`src/rtl/flag_pkg.sv`:
```
package flag_pkg;
  localparam int CCR_W = 8;
  localparam int FB_C  = 0;
  localparam int FB_Z  = 1;
  localparam int FB_N  = 2;
  localparam int FB_I  = 3;
  localparam int FB_H  = 4;
  localparam int FB_HI = FB_H + 1;

  typedef enum logic [2:0] {
    OP_NONE  = 3'd0,
    OP_ADD   = 3'd1,
    OP_SUB   = 3'd2,
    OP_LOGIC = 3'd3,
    OP_SHIFT = 3'd4,
    OP_BTEST = 3'd5,
    OP_MOVE  = 3'd6,
    OP_RSVD  = 3'd7
  } op_cls_e;

  typedef struct packed {
    logic h;
    logic n;
    logic z;
    logic c;
  } alu_flags_t;
endpackage

```
`src/rtl/rst_sync.sv`:
```
module rst_sync #(
  parameter int STAGES = 2
) (
  input  logic clk,
  input  logic rst_n,
  output logic rst_sync_n
);
  logic [STAGES-1:0] sr_q;
  logic [STAGES-1:0] sr_d;

  always_comb begin
    sr_d = {sr_q[STAGES-2:0], 1'b1};
  end

  always_ff @(posedge clk or negedge rst_n) begin
    if (!rst_n) sr_q <= '0;
    else        sr_q <= sr_d;
  end

  assign rst_sync_n = sr_q[STAGES-1];
endmodule

```
`src/rtl/ccr_alu_upd.sv`:
```
module ccr_alu_upd
  import flag_pkg::*;
#(
  parameter int W = 8
) (
  input  logic [2:0]   op_cls,
  input  logic [W-1:0] alu_res,
  input  logic         alu_cout,
  input  logic         alu_hc,
  output logic         en_h,
  output logic         en_nz,
  output logic         en_c,
  output alu_flags_t   val
);
  op_cls_e op;

  always_comb begin
    op    = op_cls_e'(op_cls);
    en_h  = 1'b0;
    en_nz = 1'b0;
    en_c  = 1'b0;
    unique case (op)
      OP_ADD:   begin en_h = 1'b1; en_nz = 1'b1; en_c = 1'b1; end
      OP_SUB:   begin en_nz = 1'b1; en_c = 1'b1; end
      OP_LOGIC: begin en_nz = 1'b1; end
      OP_SHIFT: begin en_nz = 1'b1; en_c = 1'b1; end
      OP_BTEST: begin en_c = 1'b1; end
      OP_MOVE:  begin en_nz = 1'b1; end
      default:  begin end
    endcase
    val.h = alu_hc;
    val.n = alu_res[W-1];
    val.z = (alu_res == '0);
    val.c = alu_cout;
  end
endmodule

```
`src/rtl/ccr_mask_ctl.sv`:
```
module ccr_mask_ctl (
  input  logic clk,
  input  logic rst_n,
  input  logic pop_load,
  input  logic pop_mask,
  input  logic irq_enter,
  input  logic set_m,
  input  logic clr_m,
  input  logic irq_req,
  input  logic trap_req,
  output logic mask_q,
  output logic pend_q,
  output logic irq_out
);
  logic mask_d, mask_en;
  logic pend_d, pend_en;

  always_comb begin
    mask_en = pop_load | irq_enter | set_m | clr_m;
    mask_d  = mask_q;
    if (pop_load)               mask_d = pop_mask;
    else if (irq_enter | set_m) mask_d = 1'b1;
    else if (clr_m)             mask_d = 1'b0;
    pend_en = irq_req | irq_enter;
    pend_d  = (pend_q | irq_req) & ~irq_enter;
  end

  always_ff @(posedge clk or negedge rst_n) begin
    if (!rst_n) begin
      mask_q <= 1'b1;
      pend_q <= 1'b0;
    end else begin
      if (mask_en) mask_q <= mask_d;
      if (pend_en) pend_q <= pend_d;
    end
  end

  assign irq_out = (pend_q & ~mask_q) | trap_req;

  a_r7_enter_masks: assert property (@(posedge clk) disable iff (!rst_n)
    (irq_enter && !pop_load) |=> mask_q);
  a_r7_clear_mask: assert property (@(posedge clk) disable iff (!rst_n)
    (clr_m && !set_m && !irq_enter && !pop_load) |=> !mask_q);
  a_r8_latch: assert property (@(posedge clk) disable iff (!rst_n)
    (irq_req && !irq_enter) |=> pend_q);
  a_r11_ack_clears: assert property (@(posedge clk) disable iff (!rst_n)
    irq_enter |=> !pend_q);
  a_r9_trap_bypass: assert property (@(posedge clk) disable iff (!rst_n)
    trap_req |-> irq_out);
endmodule

```
`src/rtl/status_flag_reg.sv`:
```
module status_flag_reg
  import flag_pkg::*;
#(
  parameter int W          = CCR_W,
  parameter int SYNC_STAGE = 2
) (
  input  logic         clk,
  input  logic         rst_n,
  input  logic [2:0]   op_cls,
  input  logic [W-1:0] alu_res,
  input  logic         alu_cout,
  input  logic         alu_hc,
  input  logic         set_c,
  input  logic         clr_c,
  input  logic         set_m,
  input  logic         clr_m,
  input  logic         irq_enter,
  input  logic         pop_load,
  input  logic [W-1:0] pop_data,
  input  logic         irq_req,
  input  logic         trap_req,
  output logic [W-1:0] ccr_q,
  output logic         flag_h,
  output logic         flag_i,
  output logic         flag_n,
  output logic         flag_z,
  output logic         flag_c,
  output logic         irq_pending,
  output logic         irq_out
);
  localparam int PAD_W = W - FB_HI;

  logic       rst_s_n;
  logic       en_h, en_nz, en_c;
  alu_flags_t alu_v;
  alu_flags_t fl_q, fl_d;
  logic       fl_en;
  logic       mask_q;
  logic       unused_pop;

  rst_sync #(.STAGES(SYNC_STAGE)) u_rst (
    .clk        (clk),
    .rst_n      (rst_n),
    .rst_sync_n (rst_s_n)
  );

  ccr_alu_upd #(.W(W)) u_alu (
    .op_cls   (op_cls),
    .alu_res  (alu_res),
    .alu_cout (alu_cout),
    .alu_hc   (alu_hc),
    .en_h     (en_h),
    .en_nz    (en_nz),
    .en_c     (en_c),
    .val      (alu_v)
  );

  ccr_mask_ctl u_mask (
    .clk       (clk),
    .rst_n     (rst_s_n),
    .pop_load  (pop_load),
    .pop_mask  (pop_data[FB_I]),
    .irq_enter (irq_enter),
    .set_m     (set_m),
    .clr_m     (clr_m),
    .irq_req   (irq_req),
    .trap_req  (trap_req),
    .mask_q    (mask_q),
    .pend_q    (irq_pending),
    .irq_out   (irq_out)
  );

  always_comb begin
    fl_d  = fl_q;
    fl_en = pop_load | set_c | clr_c | en_h | en_nz | en_c;
    if (pop_load) begin
      fl_d.h = pop_data[FB_H];
      fl_d.n = pop_data[FB_N];
      fl_d.z = pop_data[FB_Z];
      fl_d.c = pop_data[FB_C];
    end else begin
      if (en_h) fl_d.h = alu_v.h;
      if (en_nz) begin
        fl_d.n = alu_v.n;
        fl_d.z = alu_v.z;
      end
      if (set_c)      fl_d.c = 1'b1;
      else if (clr_c) fl_d.c = 1'b0;
      else if (en_c)  fl_d.c = alu_v.c;
    end
  end

  always_ff @(posedge clk or negedge rst_s_n) begin
    if (!rst_s_n) fl_q <= '0;
    else if (fl_en) fl_q <= fl_d;
  end

  assign unused_pop = ^pop_data[W-1:FB_HI];

  assign flag_h = fl_q.h;
  assign flag_i = mask_q;
  assign flag_n = fl_q.n;
  assign flag_z = fl_q.z;
  assign flag_c = fl_q.c;
  assign ccr_q  = {{PAD_W{1'b1}}, fl_q.h, mask_q, fl_q.n, fl_q.z, fl_q.c};

  a_r10_pop_loads: assert property (@(posedge clk) disable iff (!rst_s_n)
    pop_load |=> (ccr_q[FB_H:0] == $past(pop_data[FB_H:0])));
  a_r3_h_hold: assert property (@(posedge clk) disable iff (!rst_s_n)
    (!pop_load && op_cls != 3'd1) |=> $stable(flag_h));
  a_r6_set_carry: assert property (@(posedge clk) disable iff (!rst_s_n)
    (set_c && !pop_load) |=> flag_c);
  a_r4_zero_flag: assert property (@(posedge clk) disable iff (!rst_s_n)
    (!pop_load && op_cls == 3'd6) |=> (flag_z == ($past(alu_res) == '0)));
  a_r1_fields: assert property (@(posedge clk) disable iff (!rst_s_n)
    (ccr_q[FB_I] == flag_i) && (ccr_q[FB_C] == flag_c));
endmodule

```
`config.mk`:
```
export PLATFORM = sky130hd
export DESIGN_NAME = status_flag_reg
export DESIGN_NICKNAME = d
export VERILOG_FILES = /design/src/rtl/flag_pkg.sv /design/src/rtl/rst_sync.sv /design/src/rtl/ccr_alu_upd.sv /design/src/rtl/ccr_mask_ctl.sv /design/src/rtl/status_flag_reg.sv
export SDC_FILE = /design/constraint.sdc
export NUM_CORES = 1
export LEC_CHECK = 0
export BUFFER_PORTS_ARGS = -buffer_cell sky130_fd_sc_hd__buf_2
export CORE_MARGIN = 8
export CORE_UTILIZATION = 34
export CTS_CLUSTER_SIZE = 10
export DETAILED_ROUTE_END_ITERATION = 7
export GPL_ROUTABILITY_DRIVEN = 0
export PLACE_DENSITY_LB_ADDON = 0.2
export SLEW_MARGIN = 20
export SYNTH_ARGS = -nofsm -noshare
export SYNTH_HDL_FRONTEND = slang
export SYNTH_SLANG_ARGS = --single-unit
export TNS_END_PERCENT = 20
```
`constraint.sdc`:
```
create_clock -name clk -period 1.1 [get_ports clk]
set_clock_uncertainty 0.15 [all_clocks]
set_input_delay 0.055 -clock clk [delete_from_list [all_inputs] [get_ports clk]]
set_output_delay 0.055 -clock clk [all_outputs]
set_load 0.01 [all_outputs]
```
======== Word-level counts from Yosys, hierarchy flattened ========
Index checks and enable logic that the tools add are counted.
storage, ports and cells
  bits in registers ....................... 8
  logic and storage cells ................. 52
operators by class
  equal/unequal tests ..................... 6
  mux-type cells .......................... 12
  bitwise logic cells ..................... 16
  reductions and logical operators ........ 11
operators with widths
  kind                                                             number
  1-bit OR                                                         12
  1-bit two-way mux                                                10
  3-bit == test, second input constant                             3
  8-bit logical NOT                                                1
  2-bit AND reduction                                              4
  3-bit by 2-bit == test with 1-bit output, second input constant  2
  5-bit OR reduction                                               1
  4-bit two-way mux                                                1
  2-bit nonzero test                                               2
  4-bit nonzero test                                               1
  4-bit OR reduction                                               1
  3-bit by 1-bit == test with 1-bit output, second input constant  1
  3-bit nonzero test                                               1
  1-bit AND                                                        2
  2-bit two-way mux                                                1
  1-bit inverter                                                   2

======== Longest topological paths before layout ========
  depth in word-level cells ............... 7
  depth in mapped cells ................... 4
  gate-level depth less buffers ........... 3

======== Hierarchy ========
Synthesis repeated with hierarchy kept, for this count alone.
unflattened totals
  cell total of the unflattened synthesis .. 49
  area total of the unflattened synthesis .. 480.5 um^2
by module, submodules not included
  module           instances  cells an instance  area an instance (um^2)  seq. area each (um^2)
  status_flag_reg  1          26                 255.2                    100.1
  ccr_mask_ctl     1          9                  101.3                    51.3
  ccr_alu_upd      1          11                 70.1                     0.0
  rst_sync         1          3                  53.8                     50.0

======== Least setup slack after synthesis ========
No wires, ideal clock.
  path type ............................... input -> register
  start ................................... input op_cls[2]
  end ..................................... register fl_q (netlist bit flag_c)
  data arrival time ....................... 1144 ps
  data required time ...................... 825 ps
  path slack .............................. -319 ps
  cell stages on the path ................. 3
  buffers on the path ..................... 0
  cell sequence ........................... or3_4 a2111oi_2 mux2_2
on the way
  word-level cells in the longest chain between the ends .. 6
  elaborated cells on any way between the ends .. 16
  classes of those cells .................. eq/ne (6); mux (3); bitwise (3); reduce/logical (4)
ends and longest elaborated chain
  element                                                            line                                      source
  from (decl)                                                        status_flag_reg.sv:9                      input logic [2:0] op_cls,
  3-bit by 2-bit == test with 1-bit output (tied with other cells)   ccr_alu_upd.sv:22                         unique case (op)
  5-bit OR reduction (no line) or 1-bit two-way mux (tied branches)  n/a
  1-bit two-way mux or 1-bit OR (tied branches)                      ccr_alu_upd.sv:22, status_flag_reg.sv:75
  1-bit OR (2 in series)                                             status_flag_reg.sv:75                     fl_en = pop_load | set_c | clr_c | en_h | en_nz | en_c;
  2-bit AND reduction (no line) (*)                                  n/a
  to (signal assigned)                                               status_flag_reg.sv:95                     else if (fl_en) fl_q <= fl_d;
  to (decl)                                                          status_flag_reg.sv:36                     alu_flags_t fl_q, fl_d;
Mark *: on every way between the ends. The rest lies on a longest branch, timed or not.
A chain may end at the register's enable or synchronous reset.

======== Worst setup path after layout ========
  start ................................... register u_mask.mask_q
  end ..................................... output irq_out
on the way
  word-level cells in the longest chain between the ends .. 3
ends and longest elaborated chain
  element                 line                   source
  from (decl)             ccr_mask_ctl.sv:11     output logic mask_q,
  from (signal assigned)  ccr_mask_ctl.sv:33     if (mask_en) mask_q <= mask_d;
  1-bit inverter          ccr_mask_ctl.sv:38     assign irq_out = (pend_q & ~mask_q) | trap_req;
  1-bit AND               ccr_mask_ctl.sv:38
  1-bit OR                ccr_mask_ctl.sv:38
  to (decl)               status_flag_reg.sv:29  output logic irq_out
No other way between the ends.

==> summary.md <==
| Metric | Value |
|---|---|
| Comb power frac | `27.8%` |
| Vias in the first global route | `539` |
| Syn. warnings | `0` |
| Worst slack at placement | `-0.3729 ns` |
| Clock slew at reported path FFs | `0.06 ns` |
| Failing checks | `negative hold slack, negative setup slack` |
| Synthesized cell area | `470.5 sq um` |
| Maxcap violations | `0` |
| FF-to-FF setup slack | `0.05 ns` |
| Clk buf depth | `2` |
| Overall die width | `53.20 um` |
| Total CTS buffers | `3` |
| Flops & latches, synth | `8` |
| Sequential group share of total power | `42.3%` |
| Core Footprint | `0.001301 sq mm` |
| Largest net degree at the start of global routing | `9` |
| Critical path arrival | `1.09 ns` |
| Routed WL per cell | `12.45 um` |
| Die area | `0.002830 sq mm` |
| Synth cell types | `23` |
| Worst Hold Class | `reg2async` |
| Crit. Startpoint | `u_mask.mask_q$_DFFE_PN1P_` |
| DP Wirelength | `1188 um` |
| First-pass GRT wire length | `2235 um` |
| Initial Util | `36.15%` |
| Htree depth | `1` |
| Layout Utilization | `61.92%` |
| Crit path cell chain | `inv_2 -> a21o_1 -> buf_2` |
| Power per cell area | `994.0 mW/mm^2` |
| Synth async-reset ratio | `100.0%` |
| Clk_lat worst skew | `0.25 ns` |
| Fin Setup TNS | `-0.4015 ns` |
| Largest stage delay, worst path | `0.55 ns` |
| Inserted Diodes | `0` |
| Net Sw Frac | `26.89%` |
| Filler cell count in the final layout | `132` |
| Global route total overflow | `0` |
| Hold_buf cts | `9` |
| Worst Path Required | `0.89 ns` |
| TritonRoute pass-1 iters | `4` |
| TritonCTS Sinks | `8` |
| Outcome | `complete, but fails checks` |
| Worst VDD drop | `0.6882 mV` |
| Vias per cell | `4.513` |
| Power Internal | `585.6 uW` |
| Reg2Reg Launch Point | `u_mask.mask_q$_DFFE_PN1P_` |
| Leak Pwr | `0.0004072 uW` |
| Final Hold Vio Count | `5` |
| Die Y | `53.20 um` |
| Total GRT Usage | `10.36%` |
| Antenna violations before repair | `0` |
| Site row count | `13` |
| Area Growth Syn to Fin | `71.28%` |
| I/O pins | `46` |
| Post-synthesis sequential area ratio | `42.82%` |
| CTS tree | `done` |
| Post-synth top area share | `37.23%` |
| Max frequency | `0.7695 GHz` |
| Syn Inst Count | `48` |
| Critical Path Slowest Stage Cell | `dfstp_2` |
| Maximum fanout along the worst path | `4` |
| Post-route clock period utilization | `118.1%` |
| Clock Power Share | `29.9%` |
| Worst Hold Margin | `-0.04553 ns` |
| Syn_area_per_cell | `9.801 sq um` |
| Synth top area cells | `dfrtp_1 37%, buf_4 13%, mux2_2 7.2%, dfstp_2 5.6%, mux2i_1 4.3%` |
| Tmin final | `1.299 ns` |
| Largest area contributor in the netlist | `dfrtp_1` |
| EDFF count, synth | `0` |
| Antenna viol nets, final | `0` |
| Port Buffer Count | `39` |
| Routed wire length | `1407 um` |
| CP Launch Type | `register` |
| Critical Path End | `irq_out` |
| Pwr Total | `801.0 uW` |
| Switching power | `215.4 uW` |
| Setup Viol. Count Final | `4` |
| Initial DRC count | `6` |
| Root buffer cell | `clkbuf_4` |
| RSZ-0062 raised after global routing | `true` |
| CP endpoint kind | `output port` |
| Vias | `510` |
| Ys flop type | `dfrtp_1` |
| Setup ws final | `-0.1995 ns` |
| Critical path class | `reg2out` |
| Remaining routing DRC violations | `0` |
| FF-to-FF End | `u_mask.mask_q$_DFFE_PN1P_` |
| Share of layout cells above drive strength 1 | `55.10%` |
| Count of pins over their slew limit | `0` |
| Layout net count | `130` |
| R2R depth | `3` |
[how the worst min path moves through the flow]
stage                                          to                     from  cells past startpoint  slack [ns]
after floorplan           u_rst.sr_q[0]$_DFF_PN0_                    rst_n                      0       -0.39
after global placement    u_rst.sr_q[0]$_DFF_PN0_                    rst_n                      1       -0.31
after detailed placement  u_rst.sr_q[1]$_DFF_PN0_                    rst_n                      1       -0.31
after CTS                      flag_h$_DFFE_PN0P_  u_rst.sr_q[1]$_DFF_PN0_                      0       -0.04
after global routing           flag_h$_DFFE_PN0P_  u_rst.sr_q[1]$_DFF_PN0_                      0       -0.01
final                          flag_c$_DFFE_PN0P_  u_rst.sr_q[1]$_DFF_PN0_                      0       -0.05
[kinds of logic after synthesis]
logic type | synth area share (%)
flip-flops | 42.82
AND/OR/NAND/NOR | 17.56
multiplexers | 11.44
AO/OA/AOI/OAI | 12.23
other | 0.7971
buffers and inverters | 15.16
[layout make-up]
class | count | area, sq um | share of cell area [%]
Clock buffer | 4 | 26.28 | 3.261
Inverter | 2 | 7.507 | 0.9317
Multi-Input combinational cell | 32 | 236.5 | 29.35
Sequential cell | 8 | 201.4 | 25.00
Tap cell | 15 | 18.77 | 2.329
Timing Repair Buffer | 52 | 315.3 | 39.13
[power groups by stage]
stage	combinational [uW]	clock (uW)	sequential (uW)
after floorplan	104	0	352
after global placement	192	0	342
after detailed placement	196	0	344
after CTS	222	253	339
after global routing	243	267	344
final	222	240	339
[Yosys cell counts, drive strengths merged, types with 2 or more instances]
master,instances
buf,8
dfrtp,7
mux2,3
nand2,3
nor2,3
o21ai,3
inv,2
mux2i,2
nor2b,2
nor3,2
[through the flow]
stage / area [sq um] / cells
6_report: 805.8 / 113
3_3_place_gp: 678.2 / 100
2_1_floorplan: 498.0 / 51
3_5_place_dp: 678.2 / 100
5_1_grt: 805.8 / 113
4_1_cts: 798.3 / 113
[worst max-delay path: cells and delay by family, from the launching register on]
kind,cells,cell delay (ns)
AOI/OAI and AO/OA,1,0.13
buffers and inverters,2,0.16
DFF,1,0.55
[state kept, by name, summed over array words and instances, names as in the netlist]
signal,cells
flag_z,1
flag_h,1
u_mask.mask_q,1
u_mask.pend_q,1
flag_n,1
flag_c,1
u_rst.sr_q,2
[layer usage]
layer	wire length [um]	track usage, %	share of wire, %	vias up
met5	0	0	0	-
met4	6	2.521	0.43	0
met3	109	4.482	7.7	2
met2	799	19.53	57	15
met1	491	9.984	35	241
li1	-	-	-	252
[timing repair]
item	CTS	global route
gates resized for setup	1	3
buffers inserted	0	0
endpoints found under the setup margin	5	6
endpoints found under the hold margin	10	5
pin swaps	1	0
[cell usage in the layout (no fill, tap or decap), types with 3 or more instances in the layout]
| cell type | Yosys | routed |
|---|---|---|
| nor2_1 | 3 | 3 |
| dlygate4sd3_1 | 0 | 9 |
| buf_2 | 0 | 39 |
| conb_1 | 1 | 4 |
| clkbuf_4 | 0 | 3 |
| buf_4 | 8 | 4 |
| nand2_1 | 3 | 3 |
| dfrtp_1 | 7 | 7 |
Note: power is estimated with default switching activity, not from simulation.
